==> config.mk <==
export PLATFORM = sky130hd
export DESIGN_NAME = gpio_irq_ctrl
export DESIGN_NICKNAME = d
export VERILOG_FILES = /design/src/rtl/gpio_irq_pkg.sv /design/src/rtl/gpio_pin_filter.sv /design/src/rtl/gpio_cfg_regs.sv /design/src/rtl/gpio_edge_track.sv /design/src/rtl/gpio_irq_ctrl.sv
export SDC_FILE = /design/constraint.sdc
export NUM_CORES = 1
export LEC_CHECK = 0
export BUFFER_PORTS_ARGS = -buffer_cell sky130_fd_sc_hd__buf_4
export CORE_AREA = 2 2 149 151
export CTS_BUF_LIST = sky130_fd_sc_hd__clkbuf_16
export DETAILED_ROUTE_END_ITERATION = 10
export DIE_AREA = 0 0 151 153
export PLACE_DENSITY = 0.69
export RECOVER_POWER = 50
export SYNTH_ARGS = -nofsm -noshare
export SYNTH_HDL_FRONTEND = slang
export SYNTH_SLANG_ARGS = --single-unit
==> constraint.sdc <==
create_clock -name clk -period 4.2 [get_ports clk]
set_clock_uncertainty 0.05 [all_clocks]
set_input_delay 0.84 -clock clk [delete_from_list [all_inputs] [get_ports clk]]
set_output_delay 0.84 -clock clk [all_outputs]
set_load 0.005 [all_outputs]
==> src/rtl/gpio_irq_pkg.sv <==
package gpio_irq_pkg;

  localparam int unsigned RA_W = 4;

  typedef enum logic [RA_W-1:0] {
    RA_IN   = 4'd0,
    RA_OUT  = 4'd1,
    RA_DIR  = 4'd2,
    RA_HIZ  = 4'd3,
    RA_PULL = 4'd4,
    RA_INV  = 4'd5,
    RA_IEN  = 4'd6,
    RA_RISE = 4'd7,
    RA_FALL = 4'd8
  } reg_sel_e;

  // Event test for one pin: level against snapshot, gated by the edge selects.
  function automatic logic edge_pending(input logic lvl, input logic snap,
                                        input logic rise_en, input logic fall_en);
    return (lvl & ~snap & rise_en) | (~lvl & snap & fall_en);
  endfunction

  // Driver enable for one pin: output mode and not three-stated.
  function automatic logic drive_enable(input logic is_out, input logic hiz);
    return is_out & ~hiz;
  endfunction

endpackage

==> src/rtl/gpio_pin_filter.sv <==
module gpio_pin_filter #(
  parameter int unsigned FILT_N = 4
) (
  input  logic clk,
  input  logic rst_n,
  input  logic pin_i,
  output logic sync_o,
  output logic filt_o
);
  localparam int unsigned CW = $clog2(FILT_N + 1);
  localparam logic [CW-1:0] CNT_LAST = CW'(FILT_N - 1);

  logic          s1_q, s2_q, filt_q;
  logic [CW-1:0] run_q;

  always_ff @(posedge clk or negedge rst_n) begin
    if (!rst_n) begin
      s1_q   <= 1'b0;
      s2_q   <= 1'b0;
      filt_q <= 1'b0;
      run_q  <= '0;
    end else begin
      s1_q <= pin_i;
      s2_q <= s1_q;
      if (s2_q == filt_q) begin
        run_q <= '0;
      end else if (run_q == CNT_LAST) begin
        filt_q <= s2_q;
        run_q  <= '0;
      end else begin
        run_q <= run_q + 1'b1;
      end
    end
  end

  assign sync_o = s2_q;
  assign filt_o = filt_q;
endmodule

==> src/rtl/gpio_cfg_regs.sv <==
module gpio_cfg_regs
  import gpio_irq_pkg::*;
#(
  parameter int unsigned NPIN     = 16,
  parameter bit          PULL_RST = 1'b1
) (
  input  logic            clk,
  input  logic            rst_n,
  input  logic            wr,
  input  logic [RA_W-1:0] addr,
  input  logic [NPIN-1:0] wdata,
  output logic [NPIN-1:0] out_q,
  output logic [NPIN-1:0] dir_q,
  output logic [NPIN-1:0] hiz_q,
  output logic [NPIN-1:0] pull_q,
  output logic [NPIN-1:0] inv_q,
  output logic [NPIN-1:0] ien_q,
  output logic [NPIN-1:0] rise_q,
  output logic [NPIN-1:0] fall_q
);
  localparam logic [NPIN-1:0] PULL_INIT = {NPIN{PULL_RST}};

  always_ff @(posedge clk or negedge rst_n) begin
    if (!rst_n) begin
      out_q  <= '0;
      dir_q  <= '0;
      hiz_q  <= '0;
      pull_q <= PULL_INIT;
      inv_q  <= '0;
      ien_q  <= '0;
      rise_q <= '0;
      fall_q <= '0;
    end else if (wr) begin
      case (reg_sel_e'(addr))
        RA_OUT:  out_q  <= wdata;
        RA_DIR:  dir_q  <= wdata;
        RA_HIZ:  hiz_q  <= wdata;
        RA_PULL: pull_q <= wdata;
        RA_INV:  inv_q  <= wdata;
        RA_IEN:  ien_q  <= wdata;
        RA_RISE: rise_q <= wdata;
        RA_FALL: fall_q <= wdata;
        default: ;
      endcase
    end
  end
endmodule

==> src/rtl/gpio_edge_track.sv <==
module gpio_edge_track
  import gpio_irq_pkg::*;
#(
  parameter int unsigned NPIN = 16
) (
  input  logic            clk,
  input  logic            rst_n,
  input  logic            rd_stb,
  input  logic [NPIN-1:0] lvl,
  input  logic [NPIN-1:0] rise_en,
  input  logic [NPIN-1:0] fall_en,
  output logic [NPIN-1:0] snap_o,
  output logic [NPIN-1:0] pend_o
);
  logic [NPIN-1:0] snap_q;

  always_ff @(posedge clk or negedge rst_n) begin
    if (!rst_n)      snap_q <= '0;
    else if (rd_stb) snap_q <= lvl;
  end

  for (genvar i = 0; i < NPIN; i++) begin : g_pend
    assign pend_o[i] = edge_pending(lvl[i], snap_q[i], rise_en[i], fall_en[i]);
  end

  assign snap_o = snap_q;
endmodule

==> src/rtl/gpio_irq_ctrl.sv <==
module gpio_irq_ctrl
  import gpio_irq_pkg::*;
#(
  parameter int unsigned NPIN     = 16,
  parameter int unsigned FILT_N   = 4,
  parameter bit          PULL_RST = 1'b1
) (
  input  logic            clk,
  input  logic            rst_n,
  input  logic [NPIN-1:0] pad_in,
  output logic [NPIN-1:0] pad_drv,
  output logic [NPIN-1:0] pad_lvl,
  output logic [NPIN-1:0] pad_pull,
  input  logic            reg_wr,
  input  logic [3:0]      reg_addr,
  input  logic [NPIN-1:0] reg_wdata,
  output logic [NPIN-1:0] reg_rdata,
  input  logic            in_rd,
  output logic            irq_pull
);
  logic [NPIN-1:0] out_w, dir_w, hiz_w, pull_w, inv_w, ien_w, rise_w, fall_w;
  logic [NPIN-1:0] sync_w, filt_w, snap_w, pend_w, in_reg_w;
  logic            irq_any_w;

  gpio_cfg_regs #(.NPIN(NPIN), .PULL_RST(PULL_RST)) u_regs (
    .clk(clk), .rst_n(rst_n), .wr(reg_wr), .addr(reg_addr), .wdata(reg_wdata),
    .out_q(out_w), .dir_q(dir_w), .hiz_q(hiz_w), .pull_q(pull_w),
    .inv_q(inv_w), .ien_q(ien_w), .rise_q(rise_w), .fall_q(fall_w)
  );

  for (genvar i = 0; i < NPIN; i++) begin : g_pin
    gpio_pin_filter #(.FILT_N(FILT_N)) u_filt (
      .clk(clk), .rst_n(rst_n), .pin_i(pad_in[i]),
      .sync_o(sync_w[i]), .filt_o(filt_w[i])
    );
    assign pad_drv[i] = drive_enable(dir_w[i], hiz_w[i]);
  end

  gpio_edge_track #(.NPIN(NPIN)) u_edge (
    .clk(clk), .rst_n(rst_n), .rd_stb(in_rd), .lvl(filt_w),
    .rise_en(rise_w), .fall_en(fall_w), .snap_o(snap_w), .pend_o(pend_w)
  );

  assign in_reg_w  = filt_w ^ inv_w;
  assign irq_any_w = |(pend_w & ien_w);
  assign irq_pull  = irq_any_w;
  assign pad_lvl   = out_w;
  assign pad_pull  = pull_w;

  always_comb begin
    case (reg_sel_e'(reg_addr))
      RA_IN:   reg_rdata = in_reg_w;
      RA_OUT:  reg_rdata = out_w;
      RA_DIR:  reg_rdata = dir_w;
      RA_HIZ:  reg_rdata = hiz_w;
      RA_PULL: reg_rdata = pull_w;
      RA_INV:  reg_rdata = inv_w;
      RA_IEN:  reg_rdata = ien_w;
      RA_RISE: reg_rdata = rise_w;
      RA_FALL: reg_rdata = fall_w;
      default: reg_rdata = '0;
    endcase
  end
endmodule

## Yosys cells after proc, flatten, opt, wreduce, memory -nomap -nowiden

Cells that the tools add are included.

- Bits in registers: 240
- Output and inout bits: 65

- $add $sub $neg: 16
- Multiplexer cells: 33
- Bitwise gates (word level): 162
- Equality and inequality tests: 40
- Reductions and logical operators: 26

Operators with widths:

| operator | number |
|---|---|
| $pmux W16 S9 | 1 |
| $mux W3 | 32 |
| $and A1 B1 Y1 | 80 |
| $not A1 Y1 | 64 |
| $add A3 B1 Y3 const B | 16 |
| $eq A3 B2 Y1 const B | 16 |
| $reduce_and A2 Y1 | 24 |
| $and A16 B16 Y16 | 1 |
| $eq A1 B1 Y1 | 16 |
| $eq A4 B3 Y1 const B | 4 |
| $or A1 B1 Y1 | 16 |
| $reduce_or A16 Y1 | 1 |
| $xor A16 B16 Y16 | 1 |
| $eq A4 B2 Y1 const B | 2 |
| $eq A4 B1 Y1 const B | 1 |
| $eq A4 B4 Y1 const B | 1 |
| $logic_not A4 Y1 | 1 |

## Depth between registers and ports, before layout

- Depth after elaboration: 6
- Depth in mapped cells: 7
- Mapped depth without buffers: 4

## Hierarchy

From an unflattened synthesis, not the netlist that was laid out.

- Cells, all modules: 752
- Area total of the unflattened synthesis: 10516.3 um^2

Modules (own cells, without submodules):

| module | cells an instance | area an instance (um^2) | instances |
|---|---|---|---|
| gpio_cfg_regs | 280 | 4814.6 | 1 |
| gpio_pin_filter | 13 | 216.5 | 16 |
| gpio_irq_ctrl | 182 | 1328.8 | 1 |
| gpio_edge_track | 82 | 909.6 | 1 |

## Least setup slack after synthesis

No wires, ideal clock.

- Kind: in2out
- Start: input port reg_addr[1]
- End: output port reg_rdata[4]
- Slack: 1.178 ns
- Arrival: 2.132 ns
- Data required time: 3.310 ns
- Cell stages on the path: 7
- Cells stage by stage: clkbuf_2 -> buf_2 -> buf_2 -> mux2i_1 -> nor4_1 -> a2111oi_0 -> a31oi_1

- Longest elaborated chain between the ends: 2
- Elaborated cells on any way between the ends: 10

RTL lines:

| item | RTL line | text |
|---|---|---|
| from (decl) | gpio_irq_ctrl.sv:15 | `input logic [3:0] reg_addr,` |
| $eq A4 B4 Y1, or another cell as far along | gpio_irq_ctrl.sv:51 | `case (reg_sel_e'(reg_addr))` |
| $pmux W16 S9 * | gpio_irq_ctrl.sv:51 |  |
| to (decl) | gpio_irq_ctrl.sv:17 | `output logic [NPIN-1:0] reg_rdata,` |

Mark *: on every way between the ends. The rest lies on a longest branch, timed or not.

## Worst setup path after layout

- Start: input port reg_addr[0]
- End: output port reg_rdata[0]

The elaborated chain is that of the path after synthesis.

==> results.cfg <==
[critical_path]
critPathRequiredTime_ns = 3.31
end_kind = output pin
path_class = in2out
cp-start-kind = input port
worst-r2r-cell-count = 3
critPathMaxFanout = 29
arrival_ns = 2.72
r2r_slack_ns = 2.86
r2r-start = g_pin[11].u_filt.run_q[0]$_DFF_PN0_
r2r-end = g_pin[11].u_filt.filt_o$_DFFE_PN0P_

[yosys]
synth.distinct_cells = 62
synth_top_area_share_pct = 52.76
synth_most_common_cell = dfrtp_1
synth_edf_count = 0
synth.area.top_cells = dfrtp_1 (53%), mux2_2 (17%), dfstp_2 (4.0%)
synth_area_leader_cell = dfrtp_1
synth-seq-area-share_pct = 56.71
yosys_warnings = 0
synthTopCellsByCount = dfrtp_1 (224), mux2_2 (164), nor2b_1 (43)
synth_area_sq_mm = 0.01063
synth-main-ff-cell = dfrtp_1
synth-seq-cells = 240
synthesis.nets = 837
async_reset_ff_share_pct = 100.0
avgSynthCellArea_sq_um = 13.60
synthCells = 781

[die]
die_x_microns = 151
dieArea_sq_mm = 0.02310
rows = 54
ios = 105
core-area_sq_mm = 0.02149
initial_core_util_pct = 49.45
die_h_microns = 153

[hold_path]
min_path_cells = 0
hp-start = g_pin[14].u_filt.s1_q$_DFF_PN0_
hold_end = g_pin[14].u_filt.sync_o$_DFF_PN0_
min_path_type = reg2reg

[run_status]
violations = capacitance limit, slew limit
outcome = finished, violations left

[global_routing]
globalRoute.totalOverflow = 0
antenna_found_initial = 0
first_global_vias = 6846
grt_pass1_wl_microns = 39250
grt_usage_pct = 22.13
grt_max_degree = 111

[clock_network]
cts-root-buf = clkbuf_16
hold_buffers = 0
cts_setup_buffers = 0
path_clk_slew_ns = 0.06
clock_latency_ns = 0.52
cts_resized = 0
cts_made_buffers = 25
htreeDepth = 1
cts_buffer_depth = 3
cts_tree = done
cts.sinks = 240

[power]
ir_drop_v = 0.0003590
power-per-cell-area_mw_per_mm2 = 566.1
p_leak_nw = 5.538

[detailed_routing]
vias = 6927
drt_first_iter_violations = 585
routed_wl_microns = 25230
final_antenna_net_count = 0
via_per_inst = 5.787
detail_route.wl_per_cell_microns = 21.08
route.detailed.drc = 0
first_pass_iters = 5

[timing]
post-route-period-util_pct = 85.92
rsz0062_at_grt = no
setup_tns_ns = 0
period_minus_slack_ns = 3.609
setup_violations = 0
timing.final.hold_violations = 0
timing.slew.headroom_pct = -87.49
whs_ns = 0.2953
fmax_mhz = 277.1
tightestPinTransition_ns = 2.812
drv_slew = 109

[finish]
area_growth_pct = 17.66
final_layout_size_suffix_gt1_share_pct = 38.06
fin_area_sq_mm = 0.01250
nets = 956
antenna_cells = 0
fillers = 1778

[place]
place_congestion = 0.8513
dp_hpwl_microns = 16920
io_buffers = 104
dpl_cell_area_sq_mm = 0.01178

[job]
max-cap-violations = 1
==> worst max-delay path by stage <==
stage	start	end	slack (ns)	cells after the start
final	reg_addr[0]	reg_rdata[0]	0.59	7
after global routing	reg_addr[3]	reg_rdata[10]	0.45	7
after CTS	reg_addr[0]	reg_rdata[5]	0.62	7
after detailed placement	reg_addr[0]	reg_rdata[5]	0.62	7
after global placement	reg_addr[0]	reg_rdata[0]	0.65	7
after floorplan	reg_addr[1]	reg_rdata[4]	1.18	7
==> through the flow <==
stage / cells / setup WS (ns) / total power, mW / util (%)
floorplan: 781 / 1.178 / 4.387 / -
global placement: 1153 / 0.6482 / 5.034 / 54.82
detailed placement: 1153 / 0.6222 / 5.102 / 54.82
CTS: 1197 / 0.6241 / 7.134 / 58.25
global route: 1197 / 0.4511 / 7.462 / 58.19
finish: 1197 / 0.5914 / 7.077 / 58.19
==> report_power, final <==
part / switching (mW) / internal [mW]
clock network: 0.874 / 1.14
registers: 0.524 / 2.92
logic: 0.652 / 0.966
total: 2.05 / 5.03
==> sequential cells by signal, indices dropped and copies added, names as in the netlist <==
register and cells:
g_pin.u_filt.run_q 48, g_pin.u_filt.filt_o 16, g_pin.u_filt.s1_q 16, g_pin.u_filt.sync_o 16
u_edge.snap_o 16, u_regs.dir_q 16, u_regs.fall_q 16, u_regs.hiz_q 16
u_regs.ien_q 16, u_regs.inv_q 16, u_regs.out_q 16, u_regs.pull_q 16
u_regs.rise_q 16
==> kinds of logic after synthesis <==
family                   count (synthesis)  share of synthesized area [%]
XOR/XNOR                                22                          1.813
buffers and inverters                   35                          1.590
flip-flops                             240                          56.71
AND/OR/NAND/NOR                        193                          11.58
AO/OA/AOI/OAI                           92                          6.665
multiplexers                           183                          19.76
adder cells (fa/ha/maj)                 16                          1.884
==> cell type report <==
class                      instances  area, sq um  area share, %
clock buffer                      25        625.6          5.004
timing repair buffer             123        942.2          7.536
sequential                       240         6026          48.20
clock inverter                    19        112.6         0.9007
inverter                           4        15.01         0.1201
tap                              280        350.3          2.802
multi-input combinational        506         4431          35.44
==> metal layers <==
layer | part of all wire [%] | track usage (%) | up-vias | routed length, microns
met1 | 46 | 33.43 | 3519 | 11710
met5 | 0 | 0 | - | 0
met4 | 2.8 | 6.542 | 0 | 713
met3 | 6.4 | 3.463 | 45 | 1608
met2 | 44 | 33.20 | 228 | 11200
li1 | - | - | 3135 | -
==> worst max-delay path: stages <==
cell and delay [ns]:
buf_4 0.35, buf_4 0.35, mux2_2 0.37, a221oi_1 0.26, nor3_1 0.07, a221o_1 0.31, buf_4 0.15
==> cell usage in the layout (no fill, tap or decap), types with 21 or more instances in the layout <==
cell and n:
buf_4 103, nor2b_1 43, dfrtp_1 224, nand2_1 21, nor3b_1 38, nor3_1 23
clkbuf_16 25, mux2_2 164, nand3b_1 26
(Power assumes the default switching activity.)
